`config.mk`:
```
export PLATFORM = sky130hd
export DESIGN_NAME = immcmp_top
export DESIGN_NICKNAME = d
export VERILOG_FILES = /design/src/rtl/immcmp_pkg.sv /design/src/rtl/immcmp_immgen.sv /design/src/rtl/immcmp_compare.sv /design/src/rtl/immcmp_outreg.sv /design/src/rtl/immcmp_top.sv
export SDC_FILE = /design/constraint.sdc
export NUM_CORES = 1
export LEC_CHECK = 0
export ABC_CLOCK_PERIOD_IN_PS = 2000
export BUFFER_PORTS_ARGS = -buffer_cell sky130_fd_sc_hd__buf_4
export CELL_PAD_IN_SITES_DETAIL_PLACEMENT = 1
export CELL_PAD_IN_SITES_GLOBAL_PLACEMENT = 1
export CORE_UTILIZATION = 25
export DETAILED_ROUTE_END_ITERATION = 12
export HOLD_SLACK_MARGIN = 0.15
export PLACE_DENSITY_LB_ADDON = 0.2
export SLEW_MARGIN = 20
export SYNTH_ARGS = -nofsm -noshare
export SYNTH_HDL_FRONTEND = slang
export SYNTH_SLANG_ARGS = --single-unit
```
`constraint.sdc`:
```
create_clock -name clk -period 2 [get_ports clk]
set_input_delay 0.1 -clock clk [delete_from_list [all_inputs] [get_ports clk]]
set_output_delay 0.1 -clock clk [all_outputs]
set_load 0.1 [all_outputs]
```
`src/rtl/immcmp_pkg.sv`:
```
package immcmp_pkg;
  localparam int INSTR_W = 32;
  localparam int IMM_W   = 32;

  typedef enum logic [1:0] {
    FMT_I    = 2'd0,
    FMT_S    = 2'd1,
    FMT_B    = 2'd2,
    FMT_NONE = 2'd3
  } fmt_e;
endpackage

```
`src/rtl/immcmp_immgen.sv`:
```
module immcmp_immgen
  import immcmp_pkg::*;
(
  input  logic [INSTR_W-1:0] instr,
  input  fmt_e               fmt,
  output logic [IMM_W-1:0]   imm
);
  localparam int EXT_W = IMM_W - 12;

  logic       low_from_rd;
  logic [4:0] low_field;
  logic       bit11;
  logic       valid;

  // The five low bits sit either in the rs2 position or the rd position.
  assign low_from_rd = (fmt == FMT_S) || (fmt == FMT_B);
  assign valid       = (fmt != FMT_NONE);

  always_comb begin
    low_field = low_from_rd ? instr[11:7] : instr[24:20];
    // Branch offsets are always even.
    if (fmt == FMT_B) low_field[0] = 1'b0;
  end

  // Only bit 11 moves between S and B layouts.
  assign bit11 = (fmt == FMT_B) ? instr[7] : instr[31];

  always_comb begin
    if (valid)
      imm = {{EXT_W{instr[31]}}, bit11, instr[30:25], low_field};
    else
      imm = '0;
  end
endmodule

```
`src/rtl/immcmp_compare.sv`:
```
module immcmp_compare #(
  parameter int OP_W = 32
) (
  input  logic [OP_W-1:0] a,
  input  logic [OP_W-1:0] b,
  input  logic            is_unsigned,
  output logic            eq,
  output logic            lt
);
  localparam int EXT_W = OP_W + 1;

  logic [EXT_W-1:0] a_ext;
  logic [EXT_W-1:0] b_ext;
  logic [EXT_W-1:0] diff;

  // Extending by one bit puts both modes in a common signed range.
  assign a_ext = {is_unsigned ? 1'b0 : a[OP_W-1], a};
  assign b_ext = {is_unsigned ? 1'b0 : b[OP_W-1], b};
  assign diff  = a_ext - b_ext;

  assign eq = ~|(a ^ b);
  assign lt = diff[EXT_W-1];
endmodule

```
`src/rtl/immcmp_outreg.sv`:
```
module immcmp_outreg #(
  parameter int W = 34
) (
  input  logic         clk,
  input  logic         rst,
  input  logic [W-1:0] d,
  output logic [W-1:0] q
);
  always_ff @(posedge clk) begin
    if (rst) q <= '0;
    else     q <= d;
  end
endmodule

```
`src/rtl/immcmp_top.sv`:
```
module immcmp_top
  import immcmp_pkg::*;
#(
  parameter int OP_W = 32
) (
  input  logic               clk,
  input  logic               rst,
  input  logic [INSTR_W-1:0] instr,
  input  logic [1:0]         fmt_sel,
  input  logic [OP_W-1:0]    opa,
  input  logic [OP_W-1:0]    opb,
  input  logic               unsigned_cmp,
  output logic [IMM_W-1:0]   imm_q,
  output logic               eq_q,
  output logic               lt_q
);
  localparam int STAGE_W = IMM_W + 2;

  fmt_e             fmt;
  logic [IMM_W-1:0] imm_d;
  logic             eq_d;
  logic             lt_d;
  logic [STAGE_W-1:0] stage_q;

  assign fmt = fmt_e'(fmt_sel);

  immcmp_immgen u_immgen (
    .instr (instr),
    .fmt   (fmt),
    .imm   (imm_d)
  );

  immcmp_compare #(.OP_W(OP_W)) u_cmp (
    .a           (opa),
    .b           (opb),
    .is_unsigned (unsigned_cmp),
    .eq          (eq_d),
    .lt          (lt_d)
  );

  immcmp_outreg #(.W(STAGE_W)) u_outreg (
    .clk (clk),
    .rst (rst),
    .d   ({imm_d, eq_d, lt_d}),
    .q   (stage_q)
  );

  assign imm_q = stage_q[STAGE_W-1:2];
  assign eq_q  = stage_q[1];
  assign lt_q  = stage_q[0];
endmodule

```
### Word level (Yosys, flattened, before mapping)

Cells that the tools add are included.
Widths: inputs -> output; s select.

* register bits after elaboration: 15
* logic and storage cells: 18
* input port bits: 101

* $add $sub $neg: 1
* bitwise logic cells: 2
* reduce and logical (&&, ||, !) cells: 5
* equal/unequal tests: 3
* muxes and demuxes: 4

Operators with widths (count)
* $sub 33x33->33: 1
* $reduce_or 32->1: 1
* $xor 32x32->32: 1
* $mux 5: 1
* $mux 1: 3
* $reduce_or 3->1: 1
* $eq 2x1->1 const B: 1
* $eq 2x2->1 const B: 1
* $ne 2x2->1 const B: 1
* $reduce_or 2->1: 1
* $logic_not 1->1: 1
* $logic_or 1x1->1: 1
* $not 1->1: 1

### Longest topological paths before layout

Gate-level depths: netlist of the first run.

* depth after elaboration: 3
* mapped depth: 7
* gate-level depth less buffers: 7

### Hierarchy

From an unflattened synthesis of the first run, not the netlist that was laid out.

* cell total of the unflattened synthesis: 234
* area, all modules: 2119.5 um2

Modules (own cells, without submodules)
* immcmp_outreg: cells each 71, instances 1, area an instance 937.1 um2
* immcmp_compare: cells each 120, instances 1, area an instance 862.1 um2
* immcmp_immgen: cells each 43, instances 1, area an instance 320.3 um2

### Worst setup path before layout of the first run

OpenSTA, ideal clock, no wires.

* path kind: flip-flop to output port
* from: register, netlist name u_outreg.q[14]
* to: output imm_q[13]
* path buffers: 1
* cell stages (with the launch flop): 2
* setup slack: 0.220 ns
* arrival: 1.680 ns
* cells stage by stage: dfxtp_1 -> buf_4

RTL lines
* end, declared: RTL line immcmp_top.sv:13 `output logic [IMM_W-1:0] imm_q,`

No word-level cell between the ends.

### Worst setup path in the final report of the first run

* from: input opa[30]
* to: register u_outreg.q[0]

* word-level cells in the longest chain between the ends: 1

Ends and longest elaborated chain
* start, declared: RTL line immcmp_top.sv:10 `input logic [OP_W-1:0] opa,`
* $sub 33x33->33: RTL line immcmp_compare.sv:19 `assign diff = a_ext - b_ext;`
* end signal, assigned: RTL line immcmp_outreg.sv:10 `if (rst) q <= '0;`
* end signal, assigned: RTL line immcmp_outreg.sv:11 `else q <= d;`
* end, declared: RTL line immcmp_outreg.sv:7 `output logic [W-1:0] q`

No other way between the ends.
A chain may end at the register's enable or synchronous reset.

==> metrics.md, run 1 <==
| Metric | Value |
|---|---|
| Status | `complete, no violations` |
| Synthesis Warnings | `0` |
| Synth Register Bits | `15` |
| Total CTS buffers | `3` |
| Clk pin slew, worst setup/hold paths | `0.06 ns` |
| Largest register FFs | `15` |
| Primary FF master, synth | `dfxtp_1` |
| Routed vias/inst | `4.32` |
| Area grow syn2layout | `68.3%` |
| Placed standard-cell area | `0.00236 mm²` |
| Share of cells above drive strength 1 | `0.423` |
| Post-synth design cell area | `0.00153 mm²` |
| Synth Net Count | `322` |
| CORE AREA | `0.00592 mm²` |
| DIE HEIGHT | `80.1 µm` |
| Fin. max-slew vios | `0` |
| Vias | `1640` |
| Fin crit share | `0.821` |
| Req. time, crit path | `2.18 ns` |
| Clock Sinks | `15` |
| DRT Wirelength | `4.07 mm` |
| Top flop regs | `u_outreg.q x15` |
| Async S/R FF share, synth | `0` |
| Worst vdd ir | `315 µV` |
| # setup viols final | `0` |
| Avg Inst Size Synth | `8.16 µm²` |
| Number of synthesized flops with an enable pin | `0` |
| Grt ovf | `0` |
| DR iter-0 viols | `11` |
| Routability cong. | `0.665` |
| Layout Nets | `441` |
| Startpoint types | `input pin` |
| Number of global-route vias before repair | `1619` |
| DRC | `0` |
| Synth top area cells | `ha_1, dfxtp_1, buf_4, inv_1, a21oi_1` |
| DRT Pass-1 Iters | `3` |
| Critical path fanouts, max | `4` |
| Starting utilization of the core area | `0.258` |
| DIE AREA | `0.00642 mm²` |
| Drt wl/cell | `10.7 µm` |
| WS Path Type | `input pin to flip-flop` |
| Biggest area consumer among synthesized cells | `ha_1` |
| Io pins | `135` |
| Largest net degree at the start of global routing | `21` |
| Final Hold Fails | `0` |
| Row Count | `28` |
| Hpwl dp | `3.52 mm` |
| Ant diodes | `0` |
| Max cap viols | `0` |
| Setup_tns | `0 ns` |
| Worst-margin pin slew | `0.594 ns` |
| Unique cell type count in the Yosys netlist | `35` |
| All-layer global routing usage | `0.123` |
| H-tree Lvls | `1` |
| Yosys top cell area share | `0.279` |
| Pwr/cell area | `495 mW/mm²` |
| Critical path capture point type | `flip-flop` |
| Slew margin rel. | `0.603` |
| Clock tree root buffer cell | `clkbuf_8` |
| Fmax | `609 MHz` |
| Seq/Total Area, Yosys | `0.197` |
| CP cell instances | `buf_4 > ha_1 > nand4_2 > or4_1 > or3_1 > a31o_1 > o211ai_2` |
| Leakage power | `1.45 nW` |
| Synth Instances | `187` |
| RSZ-0062 raised after global routing | `no` |
| CTS tree | `done` |
| Worst path slowest cell | `or4_1` |
| Antenna Nets Post-Route | `0` |
| Reg with most FFs | `u_outreg.q` |
| Design Area, Final | `0.00257 mm²` |
| Setup Buffers After CTS | `0` |
| First-pass GRT wire length | `6.36 mm` |
| Min-Delay Path Class | `input pin to flip-flop` |
| Worst EP arrival | `1.82 ns` |
| Die Wd | `80.1 µm` |
| Initial antenna violation count | `0` |
| # port buffers | `119` |
| FILL cells | `741` |
| Clock buffer depth | `2` |
| Fin crit period | `1.64 ns` |
| Largest stage delay, worst path | `0.57 ns` |
layer usage:
metal  global-route usage  part of all wire  vias to the layer above  routed length, µm
met3               0.0284             0.072                        2                294
met2                0.243              0.52                       64               2100
li1                     -                 -                      842                  -
met4               0.0214            0.0069                        0                 28
met5                    0                 0                        -                  0
met1                0.133              0.40                      732               1650
cell families (layout without fill, tap and decap cells):
kind of cell | count (synthesis) | in the layout | share of synthesized area
AOI/OAI and AO/OA | 27 | 27 | 0.112
DFF | 15 | 15 | 0.197
adders and majority gates | 34 | 34 | 0.279
and+or+nand+nor | 47 | 47 | 0.180
buffers and inverters | 57 | 175 | 0.187
xor gates and xnor gates | 1 | 1 | 0.00574
muxes | 6 | 6 | 0.0393
report_power, final:
part           switching, W  leakage (nW)  internal (W)
Sequential       0.00000984         0.124      0.000317
Clock              0.000106        0.0228      0.000141
Combinational      0.000434          1.30      0.000263
layout by cell type (no fill, tap or decap):
cell | Yosys | final
a31oi_1 | 1 | 1
xor2_1 | 1 | 1
nor3_1 | 2 | 2
or4_4 | 1 | 1
dlygate4sd3_1 | 0 | 16
a311o_1 | 1 | 1
or4_1 | 1 | 1
o211ai_2 | 1 | 1
ha_1 | 34 | 34
a31o_1 | 1 | 1
a221oi_1 | 1 | 1
and2b_1 | 1 | 1
nor4_1 | 1 | 1
o21ai_1 | 3 | 3
nand3_1 | 5 | 5
o21ai_0 | 1 | 1
nor3b_1 | 1 | 1
or3_1 | 1 | 1
nand2_1 | 8 | 8
a21oi_1 | 14 | 14
o21bai_2 | 1 | 1
inv_1 | 36 | 36
nand2b_1 | 1 | 1
nand4_2 | 1 | 1
clkbuf_1 | 2 | 1
nand2b_4 | 2 | 2
and2_1 | 7 | 7
or2_1 | 1 | 1
nor2_1 | 8 | 8
nand4_1 | 6 | 6
dfxtp_1 | 15 | 15
clkbuf_8 | 0 | 3
mux2i_1 | 6 | 6
a22oi_1 | 1 | 1
buf_4 | 19 | 119
a21o_1 | 1 | 1
o21ai_2 | 1 | 1
cell usage after synthesis (all sizes together), types with 2 or more instances:
library cell	number
buf	19
or4	2
nand4	7
mux2i	6
dfxtp	15
ha	34
nor2	8
nor3	2
clkbuf	2
and2	7
nand3	5
inv	36
o21ai	5
nand2	8
nand2b	3
a21oi	14
worst paths after layout:
path | from | endpoint | depth (start not counted)
setup / recovery | opa[30] | u_outreg.q[0] | 7
hold / removal | instr[20] | u_outreg.q[2] | 3
per-stage QoR:
step	util	total power (W)	cells	hold WS [ns]	setup slack [ns]
floorplan	-	0.000804	187	0.222	0.220
global placement	0.399	0.000996	360	0.302	0.123
detailed placement	0.399	0.00101	360	0.308	0.102
CTS	0.434	0.00129	380	0.174	0.360
global route	0.434	0.00135	380	0.224	0.284
finish	0.434	0.00127	380	0.185	0.357
cell type report:
class	count	area [µm²]	share of cell area
multi-input combinational	115	941	0.366
clock buffer	4	45.0	0.0175
timing repair buffer	135	1050	0.410
inverter	36	135	0.0526
tap	75	93.8	0.0365
sequential	15	300	0.117
worst max-delay path, delay by kind of cell:
kind,cells,cell delay [ns]
compound gates,2,0.25
fa+ha+maj,1,0.32
buf+inv,1,0.11
simple gates,3,1.04
timing repair:
item / in CTS / in global routing
hold endpoints to repair: 12 / 0
gates resized for setup: 0 / 0
hold buffers: 16 / 0
setup endpoints to repair: 0 / 0
Note: power is estimated with default switching activity, not from simulation.
==> inputs of run 2 (changes only) <==
--- a/config.mk
+++ b/config.mk
@@ -5,11 +5,12 @@
 export SDC_FILE = /design/constraint.sdc
 export NUM_CORES = 1
 export LEC_CHECK = 0
-export ABC_CLOCK_PERIOD_IN_PS = 2000
+export ABC_AREA = 1
+export ABC_CLOCK_PERIOD_IN_PS = 1570
 export BUFFER_PORTS_ARGS = -buffer_cell sky130_fd_sc_hd__buf_4
 export CELL_PAD_IN_SITES_DETAIL_PLACEMENT = 1
 export CELL_PAD_IN_SITES_GLOBAL_PLACEMENT = 1
-export CORE_UTILIZATION = 25
+export CORE_UTILIZATION = 24
 export DETAILED_ROUTE_END_ITERATION = 12
 export HOLD_SLACK_MARGIN = 0.15
 export PLACE_DENSITY_LB_ADDON = 0.2
==> constraint.sdc (replaced) <==
create_clock -name clk -period 1.57 [get_ports clk]
set_input_delay 0.0785 -clock clk [delete_from_list [all_inputs] [get_ports clk]]
set_output_delay 0.0785 -clock clk [all_outputs]
set_load 0.1 [all_outputs]
==> metrics.md, run 2 <==
| Metric | Value |
|---|---|
| Final Hold Fails | `0 (unchanged)` |
| Routed vias/inst | `4.13 (-4.2%)` |
| Hold Buf Count CTS | `17 (+1)` |
| Seq/Total Area, Yosys | `0.196 (-0.000643)` |
| CP bufs+invs | `2 (+1)` |
| Total CTS buffers | `3 (unchanged)` |
| Routed wl met2 | `1.97 mm (-6.1%)` |
| Synthesis Warnings | `0 (unchanged)` |
| Fin worst setup slack | `0.229 ns (-0.128 ns)` |
| Multi-input gate area | `892 µm² (-5.2%)` |
| Synth Net Count | `358 (+11%)` |
| Reg area | `302 µm² (+0.42%)` |
| Unique cell type count in the Yosys netlist | `23 (-34%)` |
| Layout Nets | `479 (+8.6%)` |
| DIE HEIGHT | `81.9 µm (+2.2%)` |
| DRC | `0 (unchanged)` |
| Post-Place Worst Slack | `0.169 ns (+0.0668 ns)` |
| Critical hold path startpoint | `instr[20]` |
| Reg with most FFs | `u_outreg.q` |
| Fmax | `746 MHz` |
| Logic pwr share | `0.547 (about the same)` |
| Worst path slowest cell | `dlygate4sd3_1` |
| Async S/R FF share, synth | `0 (unchanged)` |
| Hold EP | `u_outreg.q[2]` |
| Clock Sinks | `15 (unchanged)` |
| First-pass GRT wire length | `6.33 mm (-0.53%)` |
| Slew margin rel. | `0.792 (+0.188)` |
| CTS tree | `done` |
| Routability cong. | `0.678 (+2.0%)` |
| Req. time, crit path | `1.77 ns (-0.41 ns)` |
| # port buffers | `119 (unchanged)` |
| Io pins | `135 (unchanged)` |
| Worst-margin pin slew | `0.312 ns (-0.282 ns)` |
| Startpoint types | `input pin` |
| Kind of cell adding the most delay to the critical path | `buffers and inverters` |
| All-layer global routing usage | `0.118 (-0.00469)` |
| Fin crit period | `1.34 ns` |
| Area grow syn2layout | `69.0%` |
| Vias | `1728 (+5.4%)` |
| FILL cells | `762 (+2.8%)` |
| Pwr/cell area | `629 mW/mm² (+27%)` |
| Synth top area cells | `ha_1, dfxtp_1, inv_1, nand2_1, buf_4` |
| Die Wd | `81.9 µm (+2.2%)` |
| Clock tree root buffer cell | `clkbuf_8` |
| Min-Delay Path Class | `input pin to flip-flop` |
| Biggest area consumer among synthesized cells | `ha_1` |
| Hold depth | `3 (unchanged)` |
| Largest net degree at the start of global routing | `21 (unchanged)` |
| Worst Hold Slack | `0.141 ns (-0.0434 ns)` |
| M1 wire length | `1.64 mm (-0.24%)` |
| Clock buffer depth | `2 (unchanged)` |
| Sequential power share | `0.256 (about the same)` |
| Post-CTS sizing | `0 (unchanged)` |
| WS Path Type | `input pin to flip-flop` |
| Ant diodes | `0 (unchanged)` |
| Avg Inst Size Synth | `6.87 µm² (-16%)` |
| Finished Layout Cells | `418 (+10%)` |
| Synth Register Bits | `15 (unchanged)` |
| Worst vdd ir | `394 µV (+25%)` |
| Synth Instances | `223 (+19%)` |
| Clk pin slew, worst setup/hold paths | `0.07 ns (about the same)` |
| Initial antenna violation count | `0 (unchanged)` |
| Design Area, Final | `0.00259 mm² (+0.78%)` |
| Antenna Nets Post-Route | `0 (unchanged)` |
| Hpwl dp | `3.42 mm (-2.7%)` |
| Yosys top cell area share | `0.278 (-0.000911)` |
| DRT Wirelength | `4.04 mm (-0.59%)` |
| Primary FF master, synth | `dfxtp_1` |
| Status | `complete, no violations` |
| Max cap viols | `0 (unchanged)` |
| Switch Pwr | `0.000721 W (+31%)` |
| Sw Ratio | `0.443 (+0.0102)` |
| Most numerous cell in the Yosys netlist | `inv_1` |
| Share of cells above drive strength 1 | `0.397 (-0.0264)` |
| Post-synth design cell area | `0.00153 mm² (+0.33%)` |
| Largest stage delay, worst path | `0.57 ns (about the same)` |
| Synth cell count leaders | `inv_1, nand2_1, ha_1, buf_4, nor2_1` |
| Fin crit share | `0.854` |
| Met3 WL | `416 µm (+41%)` |
| # setup viols final | `0 (unchanged)` |
| Most common cell after layout, fill and taps aside | `buf_4` |
| Placed standard-cell area | `0.00237 mm² (+0.37%)` |
| Row Count | `28 (unchanged)` |
| Setup_tns | `0 ns (unchanged)` |
| Worst EP arrival | `1.54 ns (-0.28 ns)` |
| Top flop regs | `u_outreg.q x15` |
| Largest register FFs | `15 (unchanged)` |
| Clock power share | `0.197 (+0.002)` |
| Fin. max-slew vios | `0 (unchanged)` |
| RSZ-0062 raised after global routing | `no` |
| CP cell instances | `buf_4 > ha_1 > or2_2 > a21oi_1 > dlygate4sd3_1` |
| Critical path fanouts, max | `13 (+9)` |
| Setup Buffers After CTS | `0 (unchanged)` |
| Leakage power | `1.56 nW (+8.0%)` |
| Critical path capture point type | `flip-flop` |
| DIE AREA | `0.00670 mm² (+4.4%)` |
| DR iter-0 viols | `11 (unchanged)` |
| H-tree Lvls | `1 (unchanged)` |
| DR top layer | `met4` |
| Internal power | `0.000906 W (+26%)` |
| Grt ovf | `0 (unchanged)` |
| DRT Pass-1 Iters | `4 (+1)` |
| Number of global-route vias before repair | `1584 (-2.2%)` |
| Starting utilization of the core area | `0.254 (-0.00367)` |
| Post-Place Cells | `397 (+10%)` |
| Commonest non-fill, non-tap cells in the layout | `buf_4, inv_1, nand2_1, ha_1, nor2_1` |
| Number of synthesized flops with an enable pin | `0 (unchanged)` |
| CORE AREA | `0.00603 mm² (+1.8%)` |
| Drt wl/cell | `9.67 µm (-9.6%)` |
-- run 2: cell count changes after synthesis, moves of 6 or more --
cell / change
nand2_1: +39
inv_1: +13
mux2i_1: -6
nor2_2: +6
nor2_1: +10
and2_1: -7
-- run 2: area by class of cell --
class / instances / area share
Multi-Input combinational cell: 137 / 0.345
Clock buffer: 3 / 0.0159
Inverter: 51 / 0.0739
Timing Repair Buffer: 136 / 0.411
Clock inverter: 1 / 0.00193
Tap cell: 75 / 0.0362
Sequential cell: 15 / 0.116
-- run 2: per-layer routing --
metal  vias up  GRT usage
met5         -          0
met4         0     0.0316
li1        908          -
met3         2     0.0244
met1       741      0.134
met2        77      0.221
-- run 2: per-stage QoR --
| stage | power (W) | util |
|---|---|---|
| final | 0.00163 | 0.430 |
| after global routing | 0.00174 | 0.430 |
| after CTS | 0.00165 | 0.430 |
| after detailed placement | 0.00129 | 0.394 |
| after global placement | 0.00127 | 0.394 |
| after floorplan | 0.00103 | - |
-- run 2: power by group through the flow --
stage          logic, W  clock network (W)  registers [W]
6_report       0.000890           0.000321       0.000416
5_1_grt        0.000966           0.000352       0.000420
4_1_cts        0.000900           0.000334       0.000417
3_5_place_dp   0.000861                  0       0.000425
3_3_place_gp   0.000850                  0       0.000425
2_1_floorplan  0.000436                  0       0.000595
-- run 2: worst max path at each step --
stage                               from       endpoint  slack (ns)  cells past startpoint
after CTS                     fmt_sel[0]  u_outreg.q[4]        0.27                      5
final                         fmt_sel[0]  u_outreg.q[3]        0.23                      5
after floorplan           u_outreg.q[14]      imm_q[13]        0.29                      1
after global routing          fmt_sel[0]  u_outreg.q[3]        0.15                      5
after global placement           opa[31]  u_outreg.q[0]        0.20                     11
after detailed placement         opa[31]  u_outreg.q[0]        0.17                     11
-- run 2: logic make-up after synthesis --
kind of cell	count (synthesis)	synth area share
buffers and inverters	71	0.221
AO/OA/AOI/OAI	23	0.0809
flip-flops	15	0.196
AND/OR/NAND/NOR	80	0.224
adder cells (fa/ha/maj)	34	0.278
